`src/rtl/pwm_ovr_pkg.sv`:
```
package pwm_ovr_pkg;

  // Update point: timer at zero, or at period when counting center-aligned.
  function automatic logic sync_point(input logic at_zero, input logic at_period,
                                      input logic center);
    return at_zero | (center & at_period);
  endfunction

  // High-side pin after override.
  function automatic logic force_hi(input logic raw, input logic en, input logic lvl);
    return en ? lvl : raw;
  endfunction

  // Low-side pin after override; forced-active in complementary mode tracks ~partner.
  function automatic logic force_lo(input logic raw, input logic en, input logic lvl,
                                    input logic compl, input logic partner);
    if (!en)           return raw;
    if (compl && lvl)  return ~partner;
    return lvl;
  endfunction

endpackage

```
`src/rtl/pwm_ovr_regs.sv`:
```
module pwm_ovr_regs #(
  parameter int NOUT = 6,
  parameter int TW   = 16
) (
  input  logic            clk,
  input  logic            rst_n,
  input  logic            wr_en,
  input  logic [NOUT-1:0] wr_force,
  input  logic [NOUT-1:0] wr_level,
  input  logic            sync_en,
  input  logic            center_mode,
  input  logic [TW-1:0]   tmr,
  input  logic [TW-1:0]   period,
  output logic [NOUT-1:0] act_force,
  output logic [NOUT-1:0] act_level,
  output logic [NOUT-1:0] shd_force,
  output logic [NOUT-1:0] shd_level,
  output logic            sync_pt
);
  import pwm_ovr_pkg::*;

  logic at_zero, at_period;
  assign at_zero   = (tmr == '0);
  assign at_period = (tmr == period);
  assign sync_pt   = sync_point(at_zero, at_period, center_mode);

  always_ff @(posedge clk) begin
    if (!rst_n) begin
      shd_force <= '0;
      shd_level <= '0;
    end else if (wr_en) begin
      shd_force <= wr_force;
      shd_level <= wr_level;
    end
  end

  always_ff @(posedge clk) begin
    if (!rst_n) begin
      act_force <= '0;
      act_level <= '0;
    end else if (!sync_en && wr_en) begin
      act_force <= wr_force;
      act_level <= wr_level;
    end else if (sync_en && sync_pt) begin
      act_force <= shd_force;
      act_level <= shd_level;
    end
  end

endmodule

```
`src/rtl/pwm_ovr_mux.sv`:
```
module pwm_ovr_mux #(
  parameter int NPAIR = 3,
  localparam int NOUT = 2 * NPAIR
) (
  input  logic [NOUT-1:0] raw,
  input  logic [NOUT-1:0] act_force,
  input  logic [NOUT-1:0] act_level,
  input  logic            compl_mode,
  output logic [NOUT-1:0] forced
);
  import pwm_ovr_pkg::*;

  for (genvar k = 0; k < NPAIR; k++) begin : g_pair
    assign forced[k] = force_hi(raw[k], act_force[k], act_level[k]);
    assign forced[NPAIR+k] = force_lo(raw[NPAIR+k], act_force[NPAIR+k],
                                      act_level[NPAIR+k], compl_mode, forced[k]);
  end

endmodule

```
`src/rtl/pwm_dead_gate.sv`:
```
module pwm_dead_gate #(
  parameter int DTW = 8
) (
  input  logic           clk,
  input  logic           rst_n,
  input  logic           in_own,
  input  logic           in_mate,
  input  logic           gate_mate,
  input  logic [DTW-1:0] dead,
  output logic           out_q
);
  logic [DTW-1:0] cnt;
  logic           arm;

  // In complementary mode a rise is only armed while the partner is low.
  assign arm = in_own & ~(gate_mate & in_mate);

  always_ff @(posedge clk) begin
    if (!rst_n) begin
      cnt   <= '0;
      out_q <= 1'b0;
    end else if (!arm) begin
      cnt   <= '0;
      out_q <= 1'b0;
    end else if (cnt >= dead) begin
      out_q <= 1'b1;
    end else begin
      cnt   <= cnt + DTW'(1);
      out_q <= 1'b0;
    end
  end

endmodule

```
`src/rtl/pwm_force_sync.sv`:
```
module pwm_force_sync #(
  parameter int NPAIR = 3,
  parameter int TW    = 16,
  parameter int DTW   = 8,
  localparam int NOUT = 2 * NPAIR
) (
  input  logic            clk,
  input  logic            rst_n,
  input  logic [NOUT-1:0] raw_pwm,
  input  logic            cfg_we,
  input  logic [NOUT-1:0] cfg_force,
  input  logic [NOUT-1:0] cfg_level,
  input  logic            sync_en,
  input  logic            compl_mode,
  input  logic            center_mode,
  input  logic [TW-1:0]   tmr,
  input  logic [TW-1:0]   period,
  input  logic [DTW-1:0]  dead,
  output logic [NOUT-1:0] pwm_out
);
  logic [NOUT-1:0] act_force, act_level, shd_force, shd_level, forced;
  logic            sync_pt;

  pwm_ovr_regs #(.NOUT(NOUT), .TW(TW)) u_regs (
    .clk(clk), .rst_n(rst_n),
    .wr_en(cfg_we), .wr_force(cfg_force), .wr_level(cfg_level),
    .sync_en(sync_en), .center_mode(center_mode),
    .tmr(tmr), .period(period),
    .act_force(act_force), .act_level(act_level),
    .shd_force(shd_force), .shd_level(shd_level),
    .sync_pt(sync_pt)
  );

  pwm_ovr_mux #(.NPAIR(NPAIR)) u_mux (
    .raw(raw_pwm), .act_force(act_force), .act_level(act_level),
    .compl_mode(compl_mode), .forced(forced)
  );

  for (genvar i = 0; i < NOUT; i++) begin : g_dt
    localparam int MATE = (i < NPAIR) ? i + NPAIR : i - NPAIR;
    pwm_dead_gate #(.DTW(DTW)) u_gate (
      .clk(clk), .rst_n(rst_n),
      .in_own(forced[i]), .in_mate(forced[MATE]),
      .gate_mate(compl_mode), .dead(dead),
      .out_q(pwm_out[i])
    );
  end

endmodule

```
`config.mk`:
```
export PLATFORM = sky130hd
export DESIGN_NAME = pwm_force_sync
export DESIGN_NICKNAME = d
export VERILOG_FILES = /design/src/rtl/pwm_ovr_pkg.sv /design/src/rtl/pwm_ovr_regs.sv /design/src/rtl/pwm_ovr_mux.sv /design/src/rtl/pwm_dead_gate.sv /design/src/rtl/pwm_force_sync.sv
export SDC_FILE = /design/constraint.sdc
export NUM_CORES = 1
export LEC_CHECK = 0
export ABC_AREA = 1
export BUFFER_PORTS_ARGS = -buffer_cell sky130_fd_sc_hd__buf_2
export CORE_ASPECT_RATIO = 0.7
export CORE_UTILIZATION = 45
export CTS_CLUSTER_DIAMETER = 120
export DETAILED_ROUTE_END_ITERATION = 8
export GPL_ROUTABILITY_DRIVEN = 0
export GPL_TIMING_DRIVEN = 1
export REMOVE_ABC_BUFFERS = 1
export SKIP_LAST_GASP = 1
export SYNTH_ARGS = -nofsm -noshare
export SYNTH_HDL_FRONTEND = slang
export SYNTH_SLANG_ARGS = --single-unit
```
`constraint.sdc`:
```
create_clock -name clk -period 2.4 [get_ports clk]
set_input_delay 0.72 -clock clk [delete_from_list [all_inputs] [get_ports clk]]
set_output_delay 0.72 -clock clk [all_outputs]
set_load 0.02 [all_outputs]
```
==> reports/qor.txt <==
status: completed
Num CTS Buffers: 9
Final nets: 972
WHS: 501 ps
PD cells: 494 nW/um2
Tmin final: 1990 ps
Clock Path Buffers: 2
initial antenna violation count: 0
Via density: 4.98
highest metal used: met4
final setup vio count: 0
crit-path leading delay family: simple AND/OR/NAND/NOR gates
DRT Pass-1 Iters: 4
I/O Buffers: 69
DR iter-0 viols: 207
Routed WL: 12100 um
Hold Fails Final Rpt: 0
vias in the first global route: 4740
period utilization: 0.828
Synth Area in Adders: 0.127
f_max: 503 MHz
Setup Skew: 9.06 ps
Synth Area in Simple Gates: 0.273
worst r2r dst: g_dt[3].u_gate.cnt[2]
Cells after Synth: 772
TritonCTS clock tree: yes
post-synth cell types: 28
largest net degree at the start of global routing: 49
yosys warns: 0
critical path depth in cells: 11
CTS Hold Buffers Added: 0
R2R Setup Slk: 700 ps
Hold Path Depth: 2
core region area: 11300 um2
Critical Path RT: 2640 ps
chip height: 93.0 um
relative slew slack: 0.731
Area contributors post-synth: dfxtp_1, ha_1, nand2_1
Overflow after GRT: 0
gr usage total: 0.211
Slew @ Worst Pin: 404 ps
combinational family with the most area after synthesis: simple AND/OR/NAND/NOR gates
Metal-1 WL: 6200 um
sequential-to-total area share from yosys stat: 0.294
post-synthesis average cell area: 6.89 um2
Top Ports: 70
routed len/inst: 12.0 um
worst setup path endpoint: g_dt[2].u_gate.cnt[5]
Setup Buffers After CTS: 0
delay of the slowest cell on the worst path: 310 ps
Yosys top cell area share: 0.294
Crit. End Element: flip-flop
portion of netlist area occupied by mux cells: 0
fraction of layout cells with a size suffix above 1: 0.135
clock-pin slew on the worst setup and hold paths: 60 ps
Max Slew Vio Count: 0
Startpoint Class: primary input
met2 wire length: 5400 um
Met3 Wirelength: 423 um
Worst Path Max Fanout: 10
CTS H-Tree Depth: 3
fin util: 0.551
most used cell, CP: nand2_1
DIE WIDTH: 132 um
Worst R2R Start: g_dt[3].u_gate.cnt[7]
Crit-path slowest cell: ha_1
DR DRC count: 0
CP arrival: 2230 ps
VDD IR max: 317 uV
Cell Area, Synth: 5320 um2
Worst Hold Class: reg -> reg
die area: 12300 um2
synthesis-stage register bit count: 78
later-pin clock latency in the skew report: 340 ps
clock root buffer: clkbuf_16
antenna viol nets, final: 0
Synth Area in Compound Gates: 0.138
R2R depth: 7
first-pass GRT wire length: 21100 um
RSZ-0062 raised after global routing: false
FP Rows: 32
DR vias: 5040
Design Area, Final: 6200 um2
Initial Util: 0.473
cell taking the most area after synthesis: dfxtp_1
Sink Count: 78
area grow syn2layout: 16.5%
post-place instance area: 5900 um2
post-cts resize count: 0
Buf/Inv on CP: 3
crit path cell chain: buf_2 -> inv_1 -> ha_1 -> a21oi_1 -> o31ai_1 -> nand2_1 -> nand3_2 -> nand2_1 -> nand2_1 -> nand2_1 -> inv_1
Fin Setup TNS: 0 ps
worst setup path start: dead[1]
diode count: 0
post-synthesis xor/xnor area fraction: 0.0609
critical path type: in -> reg
DP HPWL: 9420 um
max_cap viols: 0
Pleak: 3.12 nW
[per-stage QoR]
| stage | total power, mW | setup WS (ps) | std cells |
|---|---|---|---|
| after global placement | 1.75 | 130 | 996 |
| after floorplan | 1.61 | 358 | 751 |
| final | 3.06 | 413 | 1012 |
| after global routing | 3.22 | 186 | 1012 |
| after detailed placement | 1.76 | 56.7 | 996 |
| after CTS | 3.10 | 418 | 1012 |
[cell usage after synthesis, drive strengths merged]
cell type    n
a21oi       91
a31oi        2
and3         1
buf         14
clkbuf       7
dfxtp       78
ha          54
inv        119
nand2      175
nand3       42
nand4       41
nor2        48
nor3        15
nor4         2
o211ai       1
o21ai       28
o21bai       3
o31a         6
o31ai        6
or2          2
xnor2       17
xor2        20
[layout make-up]
class,count,area (um2)
Clock buffer,11,253
Clock inverter,5,40.0
Fill cell,1091,5050
Inverter,119,447
Multi-Input combinational cell,554,3190
Sequential cell,78,1560
Tap cell,153,191
Timing Repair Buffer,92,518
[placed cells by master, fill, tap and decap left out, types with 2 or more instances in the layout]
master,netlist,layout
nand2_1,173,173
inv_1,119,119
a21oi_1,91,91
dfxtp_1,78,78
buf_2,5,69
ha_1,54,54
nor2_1,48,48
nand4_1,41,41
nand3_1,36,36
o21ai_0,28,28
buf_4,7,23
xor2_1,20,20
xnor2_1,17,17
nor3_1,15,15
clkbuf_16,0,9
o31ai_1,6,6
o31a_1,6,6
nand3_2,6,6
o21bai_1,3,3
a31oi_1,2,2
nor4_1,2,2
clkbuf_8,0,2
inv_6,0,2
clkinv_4,0,2
[routing by layer]
| layer | vias up | track usage |
|---|---|---|
| met5 | - | 0 |
| met4 | 0 | 0.0552 |
| met3 | 12 | 0.0450 |
| met2 | 72 | 0.343 |
| met1 | 2240 | 0.282 |
| li1 | 2716 | - |
[how the worst min path moves through the flow]
| stage | slack [ps] | from | endpoint |
|---|---|---|---|
| global placement | 490 | g_dt[2].u_gate.cnt[7] | g_dt[2].u_gate.cnt[7] |
| finish | 500 | g_dt[0].u_gate.cnt[7] | g_dt[0].u_gate.cnt[7] |
| CTS | 500 | g_dt[0].u_gate.cnt[7] | g_dt[0].u_gate.cnt[7] |
| floorplan | 470 | g_dt[0].u_gate.cnt[7] | g_dt[0].u_gate.cnt[7] |
| global route | 520 | g_dt[5].u_gate.cnt[0] | g_dt[5].u_gate.cnt[0] |
| detailed placement | 490 | g_dt[2].u_gate.cnt[7] | g_dt[2].u_gate.cnt[7] |
[tightest hold or removal path: cells and delay by family, from the launching register on]
kind	cells	cell delay (ps)
compound gates	1	50
flops	1	330
simple gates	1	70
[cell families after synthesis]
| group | count (synthesis) |
|---|---|
| flops | 78 |
| xor+xnor | 37 |
| simple gates | 326 |
| buf+inv | 140 |
| fa+ha+maj | 54 |
| compound gates | 137 |
[flip-flops by register name, indices dropped and copies added, names as in the netlist]
name	cells
g_dt.u_gate.cnt	48
g_dt.u_gate.out_q	6
u_regs.act_force	6
u_regs.act_level	6
u_regs.shd_force	6
u_regs.shd_level	6
[power breakdown]
| part | internal (mW) | switching [mW] |
|---|---|---|
| Combinational | 0.151 | 0.225 |
| Sequential | 1.33 | 0.0205 |
| Clock | 0.766 | 0.565 |
| Total | 2.25 | 0.810 |
Power figures use the tool's default switching activity.
